**src/rtl/pwrup_seq_pkg.sv**
```systemverilog
package pwrup_seq_pkg;

    typedef enum logic [1:0] {
        ST_WAIT_CLK,
        ST_WRITE,
        ST_USER,
        ST_DONE
    } seq_state_e;

    localparam int NUM_STEPS  = 11;
    localparam int LAST_PRE   = 8;   // last write before the user window
    localparam int FIRST_POST = 9;   // first write after the user window
    localparam int LAST_STEP  = NUM_STEPS - 1;
    localparam int STEP_IDX_W = $clog2(NUM_STEPS + 1);

    localparam int TBL_ADDR_W = 12;
    localparam int TBL_DATA_W = 6;

    // {address, data} of each step; order is the behaviour
    function automatic logic [TBL_ADDR_W+TBL_DATA_W-1:0] step_word(input logic [STEP_IDX_W-1:0] idx);
        logic [TBL_ADDR_W-1:0] a;
        logic [TBL_DATA_W-1:0] d;
        case (idx)
            4'd0:    begin a = 12'h017; d = 6'd1;  end
            4'd1:    begin a = 12'h017; d = 6'd0;  end
            4'd2:    begin a = 12'h02B; d = 6'd53; end
            4'd3:    begin a = 12'h010; d = 6'd4;  end
            4'd4:    begin a = 12'h0EB; d = 6'd1;  end
            4'd5:    begin a = 12'h029; d = 6'd1;  end
            4'd6:    begin a = 12'h01B; d = 6'd1;  end
            4'd7:    begin a = 12'h024; d = 6'd1;  end
            4'd8:    begin a = 12'h026; d = 6'd1;  end
            4'd9:    begin a = 12'h018; d = 6'd1;  end
            4'd10:   begin a = 12'h01B; d = 6'd0;  end
            default: begin a = '0;      d = '0;    end
        endcase
        return {a, d};
    endfunction

endpackage

```
**src/rtl/pwrup_step_rom.sv**
```systemverilog
module pwrup_step_rom
    import pwrup_seq_pkg::*;
#(
    parameter int ADDR_W = 12,
    parameter int DATA_W = 6
) (
    input  logic [STEP_IDX_W-1:0] idx,
    output logic [ADDR_W-1:0]     addr,
    output logic [DATA_W-1:0]     data
);
    localparam int WORD_W = TBL_ADDR_W + TBL_DATA_W;

    logic [WORD_W-1:0] word;

    always_comb begin
        word = step_word(idx);
        addr = ADDR_W'(word[WORD_W-1:TBL_DATA_W]);
        data = DATA_W'(word[TBL_DATA_W-1:0]);
    end
endmodule

```
**src/rtl/pwrup_stable_qual.sv**
```systemverilog
module pwrup_stable_qual #(
    parameter int STABLE_CYCLES = 4
) (
    input  logic clk,
    input  logic rst_n,
    input  logic clk_stable,
    output logic stable_ok
);
    localparam int CNT_W = $clog2(STABLE_CYCLES + 1);
    localparam logic [CNT_W-1:0] CNT_MAX = CNT_W'(STABLE_CYCLES);

    logic [CNT_W-1:0] cnt_d, cnt_q;

    always_comb begin
        if (!clk_stable) begin
            cnt_d = '0;
        end else if (cnt_q == CNT_MAX) begin
            cnt_d = cnt_q;
        end else begin
            cnt_d = cnt_q + 1'b1;
        end
        stable_ok = (cnt_q == CNT_MAX);
    end

    always_ff @(posedge clk or negedge rst_n) begin
        if (!rst_n) begin
            cnt_q <= '0;
        end else begin
            cnt_q <= cnt_d;
        end
    end
endmodule

```
**src/rtl/pwrup_wr_hold.sv**
```systemverilog
module pwrup_wr_hold #(
    parameter int ADDR_W = 12,
    parameter int DATA_W = 6
) (
    input  logic              clk,
    input  logic              rst_n,
    input  logic              load,
    input  logic [ADDR_W-1:0] load_addr,
    input  logic [DATA_W-1:0] load_data,
    input  logic              wr_ready,
    output logic              wr_valid,
    output logic [ADDR_W-1:0] wr_addr,
    output logic [DATA_W-1:0] wr_data,
    output logic              accepted
);
    typedef struct packed {
        logic              valid;
        logic [ADDR_W-1:0] addr;
        logic [DATA_W-1:0] data;
    } hold_t;

    hold_t h_d, h_q;

    always_comb begin
        h_d      = h_q;
        accepted = h_q.valid && wr_ready;
        if (load) begin
            h_d.valid = 1'b1;
            h_d.addr  = load_addr;
            h_d.data  = load_data;
        end else if (accepted) begin
            h_d.valid = 1'b0;
        end
    end

    always_ff @(posedge clk or negedge rst_n) begin
        if (!rst_n) begin
            h_q <= '0;
        end else begin
            h_q <= h_d;
        end
    end

    assign wr_valid = h_q.valid;
    assign wr_addr  = h_q.addr;
    assign wr_data  = h_q.data;
endmodule

```
**src/rtl/pwrup_init_seq.sv**
```systemverilog
module pwrup_init_seq
    import pwrup_seq_pkg::*;
#(
    parameter int ADDR_W        = 12,
    parameter int DATA_W        = 6,
    parameter int STABLE_CYCLES = 4
) (
    input  logic              clk,
    input  logic              rst_n,
    input  logic              clk_stable,
    output logic              wr_valid,
    output logic [ADDR_W-1:0] wr_addr,
    output logic [DATA_W-1:0] wr_data,
    input  logic              wr_ready,
    output logic              user_phase,
    input  logic              user_done,
    output logic              seq_done
);
    localparam logic [STEP_IDX_W-1:0] IDX_LAST_PRE   = STEP_IDX_W'(LAST_PRE);
    localparam logic [STEP_IDX_W-1:0] IDX_FIRST_POST = STEP_IDX_W'(FIRST_POST);
    localparam logic [STEP_IDX_W-1:0] IDX_LAST       = STEP_IDX_W'(LAST_STEP);

    typedef struct packed {
        seq_state_e             state;
        logic [STEP_IDX_W-1:0]  idx;
    } seq_t;

    seq_t s_d, s_q;

    logic                  stable_ok;
    logic                  accepted;
    logic                  load;
    logic [STEP_IDX_W-1:0] rom_idx;
    logic [ADDR_W-1:0]     rom_addr;
    logic [DATA_W-1:0]     rom_data;

    pwrup_stable_qual #(
        .STABLE_CYCLES(STABLE_CYCLES)
    ) u_qual (
        .clk        (clk),
        .rst_n      (rst_n),
        .clk_stable (clk_stable),
        .stable_ok  (stable_ok)
    );

    pwrup_step_rom #(
        .ADDR_W(ADDR_W),
        .DATA_W(DATA_W)
    ) u_rom (
        .idx  (rom_idx),
        .addr (rom_addr),
        .data (rom_data)
    );

    pwrup_wr_hold #(
        .ADDR_W(ADDR_W),
        .DATA_W(DATA_W)
    ) u_hold (
        .clk       (clk),
        .rst_n     (rst_n),
        .load      (load),
        .load_addr (rom_addr),
        .load_data (rom_data),
        .wr_ready  (wr_ready),
        .wr_valid  (wr_valid),
        .wr_addr   (wr_addr),
        .wr_data   (wr_data),
        .accepted  (accepted)
    );

    always_comb begin
        s_d     = s_q;
        load    = 1'b0;
        rom_idx = s_q.idx + 1'b1;
        unique case (s_q.state)
            ST_WAIT_CLK: begin
                rom_idx = '0;
                if (stable_ok) begin
                    load      = 1'b1;
                    s_d.idx   = '0;
                    s_d.state = ST_WRITE;
                end
            end
            ST_WRITE: begin
                if (accepted) begin
                    if (s_q.idx == IDX_LAST_PRE) begin
                        s_d.state = ST_USER;
                    end else if (s_q.idx == IDX_LAST) begin
                        s_d.state = ST_DONE;
                    end else begin
                        load    = 1'b1;
                        s_d.idx = s_q.idx + 1'b1;
                    end
                end
            end
            ST_USER: begin
                rom_idx = IDX_FIRST_POST;
                if (user_done) begin
                    load      = 1'b1;
                    s_d.idx   = IDX_FIRST_POST;
                    s_d.state = ST_WRITE;
                end
            end
            ST_DONE: begin
                s_d = s_q;
            end
            default: begin
                s_d = s_q;
            end
        endcase
    end

    always_ff @(posedge clk or negedge rst_n) begin
        if (!rst_n) begin
            s_q.state <= ST_WAIT_CLK;
            s_q.idx   <= '0;
        end else begin
            s_q <= s_d;
        end
    end

    assign user_phase = (s_q.state == ST_USER);
    assign seq_done   = (s_q.state == ST_DONE);
endmodule

```
**config.mk**
```make
export PLATFORM = sky130hd
export DESIGN_NAME = pwrup_init_seq
export DESIGN_NICKNAME = d
export VERILOG_FILES = /design/src/rtl/pwrup_seq_pkg.sv /design/src/rtl/pwrup_step_rom.sv /design/src/rtl/pwrup_stable_qual.sv /design/src/rtl/pwrup_wr_hold.sv /design/src/rtl/pwrup_init_seq.sv
export SDC_FILE = /design/constraint.sdc
export NUM_CORES = 1
export LEC_CHECK = 0
export BUFFER_PORTS_ARGS = -buffer_cell sky130_fd_sc_hd__clkbuf_2
export CELL_PAD_IN_SITES_DETAIL_PLACEMENT = 1
export CELL_PAD_IN_SITES_GLOBAL_PLACEMENT = 1
export CORE_ASPECT_RATIO = 2
export CORE_UTILIZATION = 46
export DETAILED_ROUTE_END_ITERATION = 10
export GPL_ROUTABILITY_DRIVEN = 0
export PLACE_DENSITY_LB_ADDON = 0.1
export SYNTH_ARGS = -nofsm -noshare
export SYNTH_HDL_FRONTEND = slang
export SYNTH_SLANG_ARGS = --single-unit
```
**constraint.sdc**
```tcl
create_clock -name clk -period 6.8 [get_ports clk]
set_clock_uncertainty 0.05 [all_clocks]
set_input_delay 1.36 -clock clk [delete_from_list [all_inputs] [get_ports clk]]
set_output_delay 1.36 -clock clk [all_outputs]
set_load 0.1 [all_outputs]
```
# Word-level counts from Yosys, hierarchy flattened
# Memories as Yosys holds them, arrays and structs flattened. A register that Yosys moved wholly into a read port is not among the register bits.
# Index checks and enable logic that the tools add are counted.
[op_classes] n_eq_ne=13 n_mux=19 n_bitwise=1 n_reduce_logical=6 n_addsub=2
[op_table] operator="$mux 6" count=3
[op_table] operator="$pmux 6 s3" count=1
[op_table] operator="$ne 2x2->1 const B" count=5
[op_table] operator="$eq 4x4->1 const B" count=2
[op_table] operator="$mux 4" count=2
[op_table] operator="$pmux 4 s2" count=1
[op_table] operator="$mux 1" count=7
[op_table] operator="$mux 3" count=2
[op_table] operator="$reduce_and 6->1" count=1
[op_table] operator="$reduce_and 5->1" count=1
[op_table] operator="$add 4x1->4 const B" count=1
[op_table] operator="$eq 2x2->1 const B" count=2
[op_table] operator="$mux 2" count=2
[op_table] operator="$add 3x1->3 const B" count=1
[op_table] operator="$eq 3x3->1 const B" count=1
[op_table] operator="$ne 3x3->1 const B" count=1
[op_table] operator="$pmux 1 s3" count=1
[op_table] operator="$eq 2x1->1 const B" count=1
[op_table] operator="$logic_not 2->1" count=1
[op_table] operator="$ne 2x1->1 const B" count=1
[op_table] operator="$reduce_bool 2->1" count=1
[op_table] operator="$logic_and 1x1->1" count=1
[op_table] operator="$logic_not 1->1" count=1
[op_table] operator="$not 1->1" count=1
[totals] elab_cells=48 register_bits=28 input_bits=5 mem_bits_ro=192 out_inout_bits=21 mem_count=1
[mem_list] name="(name not given)" depth=16 word_bits=12 read_ports=1 rd_ports_with_merged_regs=1 write_ports=0 line="pwrup_seq_pkg.sv:23" text="case (idx)"

# Longest topological paths before layout
[depth] ltp_word=6 ltp_mapped=9

# Modules after synthesis
# A second synthesis with hierarchy kept.
[hier_totals] cells_unflattened=169 area_unflattened_um2=1805.5
[by_module_without_submodules] module="pwrup_wr_hold" area_per_inst_um2=762.0 seq_area_each_um2=475.5 n_inst=1 cells_each=42
[by_module_without_submodules] module="pwrup_init_seq" area_per_inst_um2=573.0 seq_area_each_um2=150.1 n_inst=1 cells_each=66
[by_module_without_submodules] module="pwrup_step_rom" area_per_inst_um2=299.0 seq_area_each_um2=0.0 n_inst=1 cells_each=44
[by_module_without_submodules] module="pwrup_stable_qual" area_per_inst_um2=171.4 seq_area_each_um2=75.1 n_inst=1 cells_each=17

# Least setup slack after synthesis
# Ideal clock, no wire load.
[synth_timing] path_kind="flip-flop to output port" start="reg s_q[4] (netlist name)" end="out user_phase" t_arrival_ps=1494 slack_ps=3896 stages_incl_launch_ff=3 required_time_ps=5390 path_buffers=0 cell_sequence="dfrtp_1 > inv_1 > ha_1"
[synth_via] elab_chain_cells=1
[synth_rtl] element="from (decl)" line="pwrup_init_seq.sv:28" text="seq_t s_d, s_q;"
[synth_rtl] element="$eq 2x2->1" line="pwrup_init_seq.sv:122" text="assign user_phase = (s_q.state == ST_USER);"
[synth_rtl] element="to (decl)" line="pwrup_init_seq.sv:15" text="output logic user_phase,"
# Every way passes these cells.

# Worst setup path after layout
# Ends and elaborated chain as after synthesis.

==> results.sh <==
export IMPL_clock_latency_ns=0.27
export IMPL_drv_slew=0
export IMPL_synth_seq_cells=20
export IMPL_final_common_cell="dfrtp_1"
export IMPL_synthCells=154
export IMPL_grt_pass1_wl_um=6330
export IMPL_layout_drive_gt1_share=0.181
export IMPL_cts_root_buf="clkbuf_8"
export IMPL_grt_overflow=0
export IMPL_hold_end="u_hold.wr_addr[3]"
export IMPL_synth_edff_count=0
export IMPL_relSlewSlack=0.564
export IMPL_route_detailed_vias_per_inst=6.02
export IMPL_post_cts_buffers=0
export IMPL_worst_r2r_setup_slack_ns=4.02
export IMPL_rsz0062_at_grt="no"
export IMPL_tritoncts="built"
export IMPL_hp_class="flop to flop"
export IMPL_timing_rr_end="u_hold.wr_addr[0]"
export IMPL_r2r_start="s_q[4]"
export IMPL_layout_common_cells="dfrtp_1 (20), clkbuf_2 (19), ha_1 (15), inv_1 (14)"
export IMPL_drt_wl_total_um=3850
export IMPL_die_area_mm2=0.00348
export IMPL_antenna_left=0
export IMPL_critPathMaxFanout=9
export IMPL_numCtsBuffers=3
export IMPL_syn_area_per_cell_um2=9.66
export IMPL_rows=28
export IMPL_tightest_slew_ns=0.636
export IMPL_drt_wirelength_per_cell_um=19.1
export IMPL_synth_top_area_cell="dfrtp_1"
export IMPL_post_cts_resize_count=0
export IMPL_required_ns=5.39
export IMPL_holdWs_ns=0.450
export IMPL_ys_seq_area_frac=0.336
export IMPL_cts_hold_buffers=0
export IMPL_outcome="complete, no violations"
export IMPL_critPathKind="flop to output pin"
export IMPL_post_route_period_util=0.481
export IMPL_clk_pin_slew_worst_paths_ns=0.08
export IMPL_grt_pass1_vias=1289
export IMPL_coreArea_mm2=0.00301
export IMPL_io_pins=26
export IMPL_dp_hpwl_um=3000
export IMPL_die_x_um=42.2
export IMPL_arrival_ns=1.86
export IMPL_crit_start="s_q[4]"
export IMPL_fin_crit_ns=3.27
export IMPL_hp_start="u_hold.wr_addr[3]"
export IMPL_synthDistinctLibCells=44
export IMPL_first_pass_iters=4
export IMPL_fin_tns_setup_ns=0
export IMPL_antenna_found_initial=0
export IMPL_fillers=369
export IMPL_synth_top_area_share=0.336
export IMPL_setup_viol=0
export IMPL_clock_path_buffers=2
export IMPL_antennaDiodeCount=0
export IMPL_h_tree_depth=1
export IMPL_drcViolationCount=0
export IMPL_cp_start_kind="flop"
export IMPL_die_h_um=82.4
export IMPL_grt_total_usage=0.244
export IMPL_end_kind="output pin"
export IMPL_yosysWarnings=0
export IMPL_hold_viol=0
export IMPL_start_util=0.494
export IMPL_via_count=1210
export IMPL_r2r_cells=8
export IMPL_port_buffers=19
export IMPL_ys_top_cells_by_area="dfrtp_1 (34%), ha_1 (13%), buf_4 (4.5%), inv_1 (3.5%), o221ai_1 (3.5%)"
export IMPL_grt_start_max_net_pins=21
export IMPL_synthArstFlopShare=1.00
export IMPL_synthFlopType="dfrtp_1"
export IMPL_maxCapViolCount=0
export IMPL_first_iter_violations=22
export IMPL_nNetsFinal=192
export IMPL_areaGrowthSynthToFinish_pct=8.33
export IMPL_hold_path_depth=1
export IMPL_synth_area_mm2=0.00149
export IMPL_cts_sinks=20
export IMPL_fmax_ghz=0.306
==> state kept, by name (all words and copies together) (netlist names) <==
signal / count
s_q: 6
u_hold.wr_data: 3
u_hold.wr_addr: 7
u_qual.cnt_q: 3
u_hold.wr_valid: 1
==> Yosys cell counts, types with 4 or more instances <==
master,count
inv_1,14
nor3_1,6
dfrtp_1,20
nand3_1,4
a31oi_1,6
nor2_1,4
ha_1,15
o221ai_1,6
o2bb2ai_1,5
mux2i_1,4
buf_4,9
nand2_1,6
o21ai_0,6
==> worst max-delay path, stage by stage, from the launching register on <==
cell	delay (ns)
dfrtp_1	0.48
inv_1	0.20
ha_1	0.38
clkbuf_2	0.52
==> cell type report <==
| cell class | instances | area [um2] | share of cell area |
|---|---|---|---|
| Multi-Input combinational cell | 114 | 871 | 0.540 |
| Inverter | 14 | 52.6 | 0.0326 |
| Timing Repair Buffer | 19 | 95.1 | 0.0590 |
| Sequential cell | 20 | 500 | 0.311 |
| Tap cell | 30 | 37.5 | 0.0233 |
| Clock buffer | 4 | 55.1 | 0.0342 |
==> metrics by stage <==
| stage | area, um2 | worst slack (ns) | instances | utilization |
|---|---|---|---|---|
| 3_5_place_dp | 1560 | 3.83 | 197 | 0.517 |
| 2_1_floorplan | 1510 | 3.90 | 159 | - |
| 6_report | 1610 | 3.53 | 201 | 0.535 |
| 5_1_grt | 1610 | 3.46 | 201 | 0.535 |
| 4_1_cts | 1610 | 3.55 | 201 | 0.535 |
| 3_3_place_gp | 1560 | 3.87 | 197 | 0.517 |
==> worst max path at each step <==
stage	slack (ns)	to	depth (start not counted)
floorplan	3.90	user_phase	2
global placement	3.87	u_hold.wr_data[0]	5
detailed placement	3.83	u_hold.wr_data[0]	5
CTS	3.55	user_phase	3
global route	3.46	user_phase	3
finish	3.53	user_phase	3
==> routing by layer <==
metal  vias up  share of wire  global-route usage
met4         0          0.034               0.131
met1       597           0.37               0.245
met3         9          0.017              0.0217
met2        22           0.58               0.480
li1        582              -                   -
met5         -              0                   0
==> kinds of logic (layout without fill, tap and decap cells) <==
group,Yosys count,count (layout),synth area share
buffers and inverters,25,37,0.0908
AND/OR/NAND/NOR,38,38,0.140
XOR/XNOR,4,4,0.0236
AO/OA/AOI/OAI,44,44,0.229
adder cells (fa/ha/maj),15,15,0.126
other,1,6,0.00252
multiplexers,7,7,0.0521
flip-flops,20,20,0.336
Power is left out: the tool's default activity adds up to more than one toggle a clock period on the data nets, which glitch-free logic cannot reach.
